**src/rtl/vfifo_pkg.sv**
```systemverilog
package vfifo_pkg;

  typedef enum logic [1:0] {
    SEL_AEMPTY = 2'd0,
    SEL_AFULL  = 2'd1,
    SEL_FILL   = 2'd2,
    SEL_OVF    = 2'd3
  } flag_sel_e;

  // High mark: half, three quarters, seven eighths, or all of the depth
  function automatic int unsigned hi_mark(input logic [1:0] code, input int unsigned depth);
    case (code)
      2'd0:    return depth / 2;
      2'd1:    return depth - depth / 4;
      2'd2:    return depth - depth / 8;
      default: return depth;
    endcase
  endfunction

  // Low mark: half, quarter, eighth of the depth, or zero
  function automatic int unsigned lo_mark(input logic [1:0] code, input int unsigned depth);
    case (code)
      2'd0:    return depth / 2;
      2'd1:    return depth / 4;
      2'd2:    return depth / 8;
      default: return 0;
    endcase
  endfunction

endpackage

```
**src/rtl/vfifo_store.sv**
```systemverilog
module vfifo_store #(
  parameter int DATA_W = 32,
  parameter int DEPTH  = 32
) (
  input  logic              clk,
  input  logic              rst_n,
  input  logic              wr_acc,
  input  logic              rd_acc,
  input  logic [DATA_W-1:0] wr_data,
  output logic [DATA_W-1:0] rd_data
);
  localparam int AW = $clog2(DEPTH);

  logic [DATA_W-1:0] mem_q [DEPTH];
  logic [AW-1:0]     wptr_q, wptr_n;
  logic [AW-1:0]     rptr_q, rptr_n;

  always_comb begin
    wptr_n = wptr_q;
    rptr_n = rptr_q;
    if (wr_acc) wptr_n = wptr_q + AW'(1);
    if (rd_acc) rptr_n = rptr_q + AW'(1);
  end

  always_ff @(posedge clk or negedge rst_n) begin
    if (!rst_n) begin
      wptr_q <= '0;
      rptr_q <= '0;
    end else begin
      wptr_q <= wptr_n;
      rptr_q <= rptr_n;
    end
  end

  // Storage array without reset, written only on accepted writes
  always_ff @(posedge clk) begin
    if (wr_acc) mem_q[wptr_q] <= wr_data;
  end

  assign rd_data = mem_q[rptr_q];

endmodule

```
**src/rtl/vfifo_level.sv**
```systemverilog
module vfifo_level
  import vfifo_pkg::*;
#(
  parameter int DEPTH = 32,
  localparam int CW   = $clog2(DEPTH) + 1
) (
  input  logic          clk,
  input  logic          rst_n,
  input  logic          wr_en,
  input  logic          rd_en,
  input  logic          ovf_clr,
  input  logic [1:0]    afull_code,
  input  logic [1:0]    aempty_code,
  output logic          wr_acc,
  output logic          rd_acc,
  output logic [CW-1:0] cnt,
  output logic          aempty,
  output logic          afull,
  output logic          fill,
  output logic          ovf
);
  logic [CW-1:0] cnt_q, cnt_n;
  logic [CW-1:0] hi_thr, lo_thr;
  logic          is_full, is_empty;
  logic          aempty_q, aempty_n;
  logic          afull_q, afull_n;
  logic          fill_q, fill_n;
  logic          ovf_q, ovf_n;

  assign hi_thr   = CW'(hi_mark(afull_code, DEPTH));
  assign lo_thr   = CW'(lo_mark(aempty_code, DEPTH));
  assign is_full  = (cnt_q == CW'(DEPTH));
  assign is_empty = (cnt_q == '0);
  assign wr_acc   = wr_en & ~is_full;
  assign rd_acc   = rd_en & ~is_empty;

  always_comb begin
    cnt_n = cnt_q;
    case ({wr_acc, rd_acc})
      2'b10:   cnt_n = cnt_q + CW'(1);
      2'b01:   cnt_n = cnt_q - CW'(1);
      default: cnt_n = cnt_q;
    endcase
    afull_n  = (cnt_n >= hi_thr);
    aempty_n = (cnt_n <= lo_thr);
    if (afull_n)       fill_n = 1'b1;
    else if (aempty_n) fill_n = 1'b0;
    else               fill_n = fill_q;
    ovf_n = (wr_en & is_full) | (ovf_q & ~ovf_clr);
  end

  always_ff @(posedge clk or negedge rst_n) begin
    if (!rst_n) begin
      cnt_q    <= '0;
      aempty_q <= 1'b1;
      afull_q  <= 1'b0;
      fill_q   <= 1'b0;
      ovf_q    <= 1'b0;
    end else begin
      cnt_q    <= cnt_n;
      aempty_q <= aempty_n;
      afull_q  <= afull_n;
      fill_q   <= fill_n;
      ovf_q    <= ovf_n;
    end
  end

  assign cnt    = cnt_q;
  assign aempty = aempty_q;
  assign afull  = afull_q;
  assign fill   = fill_q;
  assign ovf    = ovf_q;

endmodule

```
**src/rtl/vfifo_route.sv**
```systemverilog
module vfifo_route
  import vfifo_pkg::*;
#(
  parameter int NPINS = 2
) (
  input  logic [3:0]         flags,   // {ovf, fill, afull, aempty}
  input  logic [2*NPINS-1:0] sel,
  output logic [NPINS-1:0]   pins
);
  for (genvar p = 0; p < NPINS; p++) begin : g_pin
    flag_sel_e choice;
    assign choice = flag_sel_e'(sel[2*p +: 2]);
    always_comb begin
      case (choice)
        SEL_AEMPTY: pins[p] = flags[0];
        SEL_AFULL:  pins[p] = flags[1];
        SEL_FILL:   pins[p] = flags[2];
        default:    pins[p] = flags[3];
      endcase
    end
  end

endmodule

```
**src/rtl/vfifo_hyst.sv**
```systemverilog
module vfifo_hyst #(
  parameter int DATA_W = 32,
  parameter int DEPTH  = 32
) (
  input  logic              clk,
  input  logic              rst_n,
  input  logic              wr_en,
  input  logic [DATA_W-1:0] wr_data,
  input  logic              rd_en,
  output logic [DATA_W-1:0] rd_data,
  input  logic [1:0]        afull_code,
  input  logic [1:0]        aempty_code,
  input  logic [1:0]        pin0_sel,
  input  logic [1:0]        pin1_sel,
  input  logic              ovf_clr,
  output logic              flag_aempty,
  output logic              flag_afull,
  output logic              flag_fill,
  output logic              flag_ovf,
  output logic              pin0,
  output logic              pin1
);
  localparam int CW = $clog2(DEPTH) + 1;

  logic [1:0]    rst_sync_q;
  logic          rst_core_n;
  logic          wr_acc, rd_acc;
  logic [CW-1:0] fill_cnt;
  logic [1:0]    pin_bus;

  // Assert asynchronously, release after two clock edges
  always_ff @(posedge clk or negedge rst_n) begin
    if (!rst_n) rst_sync_q <= 2'b00;
    else        rst_sync_q <= {rst_sync_q[0], 1'b1};
  end
  assign rst_core_n = rst_sync_q[1];

  vfifo_level #(.DEPTH(DEPTH)) u_level (
    .clk         (clk),
    .rst_n       (rst_core_n),
    .wr_en       (wr_en),
    .rd_en       (rd_en),
    .ovf_clr     (ovf_clr),
    .afull_code  (afull_code),
    .aempty_code (aempty_code),
    .wr_acc      (wr_acc),
    .rd_acc      (rd_acc),
    .cnt         (fill_cnt),
    .aempty      (flag_aempty),
    .afull       (flag_afull),
    .fill        (flag_fill),
    .ovf         (flag_ovf)
  );

  vfifo_store #(.DATA_W(DATA_W), .DEPTH(DEPTH)) u_store (
    .clk     (clk),
    .rst_n   (rst_core_n),
    .wr_acc  (wr_acc),
    .rd_acc  (rd_acc),
    .wr_data (wr_data),
    .rd_data (rd_data)
  );

  vfifo_route #(.NPINS(2)) u_route (
    .flags ({flag_ovf, flag_fill, flag_afull, flag_aempty}),
    .sel   ({pin1_sel, pin0_sel}),
    .pins  (pin_bus)
  );

  assign pin0 = pin_bus[0];
  assign pin1 = pin_bus[1];

endmodule

```
**config.mk**
```make
export PLATFORM = sky130hd
export DESIGN_NAME = vfifo_hyst
export DESIGN_NICKNAME = d
export VERILOG_FILES = /design/src/rtl/vfifo_pkg.sv /design/src/rtl/vfifo_store.sv /design/src/rtl/vfifo_level.sv /design/src/rtl/vfifo_route.sv /design/src/rtl/vfifo_hyst.sv
export SDC_FILE = /design/constraint.sdc
export NUM_CORES = 1
export LEC_CHECK = 0
export ABC_AREA = 1
export BUFFER_PORTS_ARGS = -buffer_cell sky130_fd_sc_hd__buf_2
export CAP_MARGIN = 5
export CELL_PAD_IN_SITES_DETAIL_PLACEMENT = 0
export CELL_PAD_IN_SITES_GLOBAL_PLACEMENT = 1
export CORE_ASPECT_RATIO = 0.5
export CORE_MARGIN = 1.5
export CORE_UTILIZATION = 30
export DETAILED_ROUTE_END_ITERATION = 10
export PLACE_DENSITY_LB_ADDON = 0.15
export SETUP_SLACK_MARGIN = 0.1
export SKIP_CTS_REPAIR_TIMING = 1
export SYNTH_ARGS = -nofsm -noshare
export SYNTH_HDL_FRONTEND = slang
export SYNTH_HIERARCHICAL = 1
export SYNTH_SLANG_ARGS = --single-unit
```
**constraint.sdc**
```tcl
create_clock -name clk -period 2 [get_ports clk]
set_input_delay 0.1 -clock clk [delete_from_list [all_inputs] [get_ports clk]]
set_output_delay 0.1 -clock clk [all_outputs]
set_load 0.05 [all_outputs]
```
==> run metrics, run 1 <==
via/cell ratio 4.77; Synth Cell Area 44400 um^2; H-tree depth 3; register area share after synthesis 0.705; CP Max Fanout 4; fill count about 14000; Sink Count 1046; CP most frequent cell nand2_1; Tot Pwr 92600 uW; crit path cell chain nor4_4 > nand3_2 > nand2_2 > ha_4 > inv_2 > fa_2 > o21ai_2 > a21oi_2 > or2_1 > a31oi_4 > ha_4 > a21oi_4 > o21ai_2 > o31ai_2 > nand2_1 > nand2_1 > nand2_1; final instance area 59500 um^2; Die Ht 275 um; #FFs+latches synth 1046; Max Root-Sink Buffers 3; RSZ-0062 raised after global routing yes; Worst Hold Margin -0.0483 ns; global-route wire length before repair 214000 um; multi-input logic area 12000 um^2; max-slew violation count 0; placed cell area 51200 um^2; slowest stage cell, crit path dfrtp_1; die width approximately 550 um; Cell Count, Final, Fillers Out ~6700; Final period util 1.55; CORE AREA 146000 um^2; Worst Hold Depth 5; Rel. slew slack 0.552; CTS root buf clkbuf_16; violated checks negative hold slack, negative setup slack; min cycle time layout 3.11 ns; Initial Util 0.303; Fin. Hold Viols 4; row count 99; CP Class register to register; DRC marker count from the first detailed-route iteration 3005; CP Capture Type register; Worst-path clk slew roughly 0.06 ns; drt pass-1 iters 7; synth warn 6; Vias 31900; post-synthesis to final-layout area growth 34.0%; CP required 2.58 ns; Residual DRC 0; WL/cell 24.2 um; largest net degree at the start of global routing 55; hold worst-path end u_level/afull$_DFF_PN0_; reg-to-reg critical path endpoint u_level/fill$_DFFE_PN0P_; overall global routing resource usage 0.198; io pins 83; crit-path leading delay family simple AND/OR/NAND/NOR gates; final setup margin -1.11 ns; mean area per synthesized cell 10.7 um^2; antenna violations before repair 6; Pwr per Cell Area around 1600 nW/um^2; fmax 322 MHz; Max stage delay on crit path 0.41 ns; HPWL Detailed 92400 um; Worst Reg-to-Reg Cells 17; Slew @ Worst Pin 0.672 ns; CP startpoint kind register; nets 4682; register area about 31000 um^2; Worst R2R Start u_level/cnt[0]$_DFF_PN0_; final wirelength 162000 um; RePlAce Congestion 0.791; number of port buffers 82; TritonCTS clock tree built; share of layout cells above drive strength 1 0.246; Remaining Overflow, GRT 0; Cells after DPL 6304; WP depth 17; Inserted Clock Buffers 102; Final Setup Violations 1069; MaxCap Viol Count 0; worst hold path type input port to register; Synth cell types 32; Crit path arrival time approximately 3.7 ns; Max IR drop VDD 1.12 mV; status complete, but fails checks; Worst setup startpoint u_level/cnt[0]$_DFF_PN0_; Syn Inst Count roughly 4200; setup slack, reg-to-reg -1.11 ns; Worst-Skew Late Latency 0.74 ns; Worst Min Path Start afull_code[1]; Net Count, Synth 4215; Routed Antenna Nets 0; clock skew 0.0549 ns; vias in the first global route 29600; die area 150000 um^2; number of buffers and inverters on the critical path 1; Pleak 0.0239 uW
[registers in the layout (all words and copies together), names as in the netlist]
register / flops
u_level/fill: 1
u_level/ovf: 1
rst_sync_q: 2
u_store/mem_q: 1024
u_store/rptr_q: 5
u_level/afull: 1
u_level/aempty: 1
u_store/wptr_q: 5
u_level/cnt: 6
[cell usage in the layout, fill, tap and decap left out, types with 28 or more instances in the layout]
cell,Yosys,layout
dlygate4sd3_1,0,37
buf_4,14,159
buf_6,2,57
clkbuf_16,0,148
o211ai_1,33,33
nand3_2,0,128
buf_2,102,50
nand3_1,625,494
inv_1,554,518
nand2_4,0,28
nand2_2,3,132
nand2_1,1460,1300
buf_12,0,172
a21oi_2,0,39
nor2_4,0,37
edfxtp_1,1024,1024
nor2_1,100,36
buf_8,0,31
[where the power goes]
part | total (uW) | internal (uW) | leakage [uW] | switching [uW]
Clock | 20300 | 11400 | 0.00167 | 8970
Combinational | 46200 | 18200 | 0.0128 | 28000
Sequential | 26000 | 25500 | 0.00947 | 498
[kinds of logic (layout without fill, tap and decap cells)]
group / after synthesis / count (layout) / share of synthesized area
xor gates and xnor gates: 9 / 9 / 0.00178
buffers and inverters: 771 / 1327 / 0.0696
muxes: 1 / 1 / 0.000225
other: 1 / 4 / 0.0000844
AOI/OAI and AO/OA: 108 / 108 / 0.0141
adders and majority gates: 19 / 19 / 0.00552
DFF: 1046 / 1046 / 0.705
and+or+nand+nor: 2196 / 2196 / 0.204
[per-layer routing]
metal  track usage  wire length (um)  vias up
li1              -                 -    14700
met4        0.0502              3820        2
met3        0.0330              9580      211
met2         0.295             68300      880
met5             0                13        -
met1         0.297             79900    16100
[metrics by stage]
step / utilization / setup slack, ns / setup TNS [ns]
floorplan: - / -0.936 / -39.54
global placement: 0.349 / -1.37 / -271.24
detailed placement: 0.349 / -1.31 / -314.31
CTS: 0.373 / -1.35 / -321.09
global route: 0.406 / -1.26 / -418.68
finish: 0.406 / -1.11 / -363.12
[final cells by class]
cell class,instances,area share
clock inverters,72,0.0125
well taps,1969,0.0414
multi-input cells,2334,0.201
clock buffers,121,0.0453
diodes,3,0.000126
flip-flops and latches,1046,0.526
inverters,558,0.0363
repair buffers,574,0.137
repair inverters,2,0.000778
[how the worst max path moves through the flow]
stage	slack, ns	endpoint
final	-1.11	u_level/fill$_DFFE_PN0P_
after floorplan	-0.94	u_level/fill$_DFFE_PN0P_
after detailed placement	-1.31	u_level/fill$_DFFE_PN0P_
after CTS	-1.35	u_level/fill$_DFFE_PN0P_
after global placement	-1.37	u_level/fill$_DFFE_PN0P_
after global routing	-1.26	u_level/fill$_DFFE_PN0P_
[tightest hold or removal path: stages]
cell and delay (ns):
buf_2 0.11, ha_1 0.19, nand3_1 0.08, nand2_1 0.08
inv_1 0.04
[cell usage after synthesis]
cell type	number	area share
nand2_1	1460	0.12
o211ai_1	33	0.0056
xor2_1	9	0.0018
a21oi_1	67	0.0076
buf_1	25	0.0021
o21ai_1	1	0.00011
or2_0	1	0.00014
buf_6	2	0.00051
mux2i_1	1	0.00023
nand3_1	625	0.070
edfxtp_1	1024	0.69
clkinv_1	1	0.000084
o22ai_1	1	0.00014
inv_2	3	0.00025
o21ai_0	4	0.00045
nor4_1	1	0.00014
o31ai_1	1	0.00017
ha_1	18	0.0051
conb_1	1	0.000084
fa_1	1	0.00045
buf_2	102	0.011
buf_4	14	0.0024
dfrtp_1	21	0.012
nor3_1	2	0.00023
a31oi_1	1	0.00014
nor2_1	100	0.0085
dfstp_2	1	0.00059
clkbuf_1	70	0.0059
or2_2	2	0.00028
nand2_2	3	0.00042
inv_1	554	0.047
nand4_1	2	0.00028
No activity file was read; power rests on OpenSTA's default activity.
==> run 2: changes to the inputs <==
RECOVER_POWER = 100   (was unset)
==> run 2 against run 1 <==
Compared with the run above:
- the run ends with negative hold slack, max-capacitance violations, max-slew violations, negative setup slack left
- utilization is essentially flat
- worst setup slack is essentially flat
- final area is essentially flat
- clock-buffer cell count is the same
- highest routed layer unchanged
- clock power is essentially flat
- critical path depth is the same
- register-to-register slack is essentially flat
- first-iteration DRC count grew 0.53%
- largest power group unchanged
- via count is essentially flat
- power is essentially flat
==> run metrics, run 2 (synthesis results as in run 1) <==
Biggest register u_store/mem_q (unchanged); final setup margin -1.11 ns (about the same); Inserted Clock Buffers 102 (unchanged); RePlAce Congestion 0.791 (unchanged); vias in the first global route 29600 (unchanged); Worst Reg-to-Reg Cells 17 (unchanged); Final Setup Violations 1069 (unchanged); Sink Count 1046 (unchanged); DRC marker count from the first detailed-route iteration 3021 (was 3005); largest net degree at the start of global routing 55 (unchanged); H-tree depth 3 (unchanged); crit path cell chain nor4_4 > nand3_2 > nand2_2 > ha_4 > inv_2 > fa_2 > o21ai_2 > a21oi_2 > or2_1 > a31oi_4 > ha_4 > a21oi_4 > o21ai_2 > o31ai_2 > nand2_1 > nand2_1 > nand2_1 (unchanged); drt pass-1 iters 6 (was 7); CP Capture Type register (unchanged); Initial Util 0.303 (unchanged); Worst-path clk slew 0.07 ns (was 0.06 ns); TritonCTS clock tree built (unchanged); antenna violations before repair 6 (unchanged); slowest stage cell, crit path dfrtp_1 (unchanged); max reg flops 1024 (unchanged); CORE AREA 146000 um^2 (unchanged); via/cell ratio 4.77 (about the same); CTS root buf clkbuf_16 (unchanged); row count 99 (unchanged); io pins 83 (unchanged); Worst Min Path Start afull_code[1] (unchanged); HPWL Detailed 92400 um (unchanged); Max Root-Sink Buffers 3 (unchanged); CP required 2.58 ns (about the same); hold worst-path end u_level/afull$_DFF_PN0_ (unchanged); setup slack, reg-to-reg -1.11 ns (about the same); CP most frequent cell nand2_1 (unchanged); fmax 322 MHz (about the same); final wirelength 162000 um (about the same); global-route wire length before repair 214000 um (unchanged); die width 547 um (unchanged); Residual DRC 0 (unchanged); Pwr per Cell Area 1560 nW/um^2 (about the same); Pleak 0.0239 uW (about the same); overall global routing resource usage 0.198 (unchanged); placed cell area 51200 um^2 (unchanged); WL/cell 24.2 um (about the same); Worst Hold Depth 5 (unchanged); worst hold path type input port to register (unchanged); min cycle time layout 3.11 ns (about the same); Rel. slew slack -0.0716 (was 0.552); Die Ht 275 um (unchanged); commonest non-fill, non-tap cell in the layout nand2_1 (unchanged); die area 150000 um^2 (unchanged); Worst R2R Start u_level/cnt[0]$_DFF_PN0_ (unchanged); Slew @ Worst Pin 1.61 ns (was 0.672 ns); commonest non-fill, non-tap cells in the layout nand2_1, edfxtp_1, inv_1 (unchanged); Max stage delay on crit path 0.41 ns (about the same); MaxCap Viol Count 6 (was 0); number of port buffers 82 (unchanged); clock skew 0.0555 ns (was 0.0549 ns); violated checks negative hold slack, max-capacitance violations, max-slew violations, negative setup slack (was negative hold slack, negative setup slack); RSZ-0062 raised after global routing yes (unchanged); Final period util 1.55 (about the same); share of layout cells above drive strength 1 0.239 (was 0.246); final instance area 59500 um^2 (about the same); Worst-Skew Late Latency 0.74 ns (about the same); Vias 31800 (was 31900); Fin. Hold Viols 4 (unchanged); CP Class register to register (unchanged); CP startpoint kind register (unchanged); Crit path arrival time 3.69 ns (about the same); post-synthesis to final-layout area growth 33.9% (was 34.0%); reg-to-reg critical path endpoint u_level/fill$_DFFE_PN0P_ (unchanged); status complete, but fails checks (unchanged); max-slew violation count 197 (was 0); CP Max Fanout 4 (unchanged); Max IR drop VDD 1.12 mV (about the same); Routed Antenna Nets 0 (unchanged); nets 4682 (unchanged); Remaining Overflow, GRT 0 (unchanged); Worst Hold Margin -0.0460 ns (was -0.0483 ns)
==> run 2: changes by cell type in the layout (fill, tap and decap cells not counted), sizes merged <==
cell / previous run / this run
buf: 493 / 460
clkbuf: 165 / 198
==> run 2: metal layers <==
metal  part of all wire  track usage  vias up
li1                   -            -    14600
met1               0.50        0.297    16100
met2               0.42        0.295      865
met3              0.058       0.0330      209
met4              0.024       0.0502        2
met5           0.000080            0        -
==> run 2: worst max path at each step <==
stage	endpoint	cells past startpoint	start	slack, ns
floorplan	u_level/fill$_DFFE_PN0P_	17	u_level/cnt[2]$_DFF_PN0_	-0.94
global placement	u_level/fill$_DFFE_PN0P_	17	u_level/cnt[2]$_DFF_PN0_	-1.37
detailed placement	u_level/fill$_DFFE_PN0P_	17	u_level/cnt[2]$_DFF_PN0_	-1.31
CTS	u_level/fill$_DFFE_PN0P_	17	u_level/cnt[2]$_DFF_PN0_	-1.35
global route	u_level/fill$_DFFE_PN0P_	17	u_level/cnt[0]$_DFF_PN0_	-1.26
finish	u_level/fill$_DFFE_PN0P_	17	u_level/cnt[0]$_DFF_PN0_	-1.11
==> run 2: final cells by class <==
type	instances	area, um^2
antenna	3	7.51
clock inverter	72	742
sequential	1046	31300
clock buffer	121	2700
multi-input combinational	2334	12000
timing repair inverter	2	46.3
fill	14000	86900
tap	1969	2460
timing repair buffer	574	8080
inverter	558	2160
==> run 2: through the flow <==
step	setup slack (ns)	cells	util	total power, uW	setup TNS [ns]
floorplan	-0.936	4151	-	44900	-39.54
global placement	-1.37	6304	0.349	62300	-271.24
detailed placement	-1.31	6304	0.349	62200	-314.31
CTS	-1.35	6497	0.373	82600	-321.09
global route	-1.26	6677	0.406	96700	-418.68
finish	-1.11	6679	0.406	92600	-365.66
==> run 2: critical path: cells and delay by family (launching register included) <==
family                   cells  cell delay (ns)
buffers and inverters        1             0.04
flip-flops                   1             0.41
AO/OA/AOI/OAI                6             0.69
adder cells (fa/ha/maj)      3             0.76
AND/OR/NAND/NOR              7             1.08
==> run 2: report_power, final <==
part           internal, uW  leakage, uW  total, uW  switching [uW]
logic                 18200       0.0127      46300           28000
registers             25500      0.00947      26000             500
clock network         11400      0.00167      20300            8990
total                 55100       0.0239      92600           37500
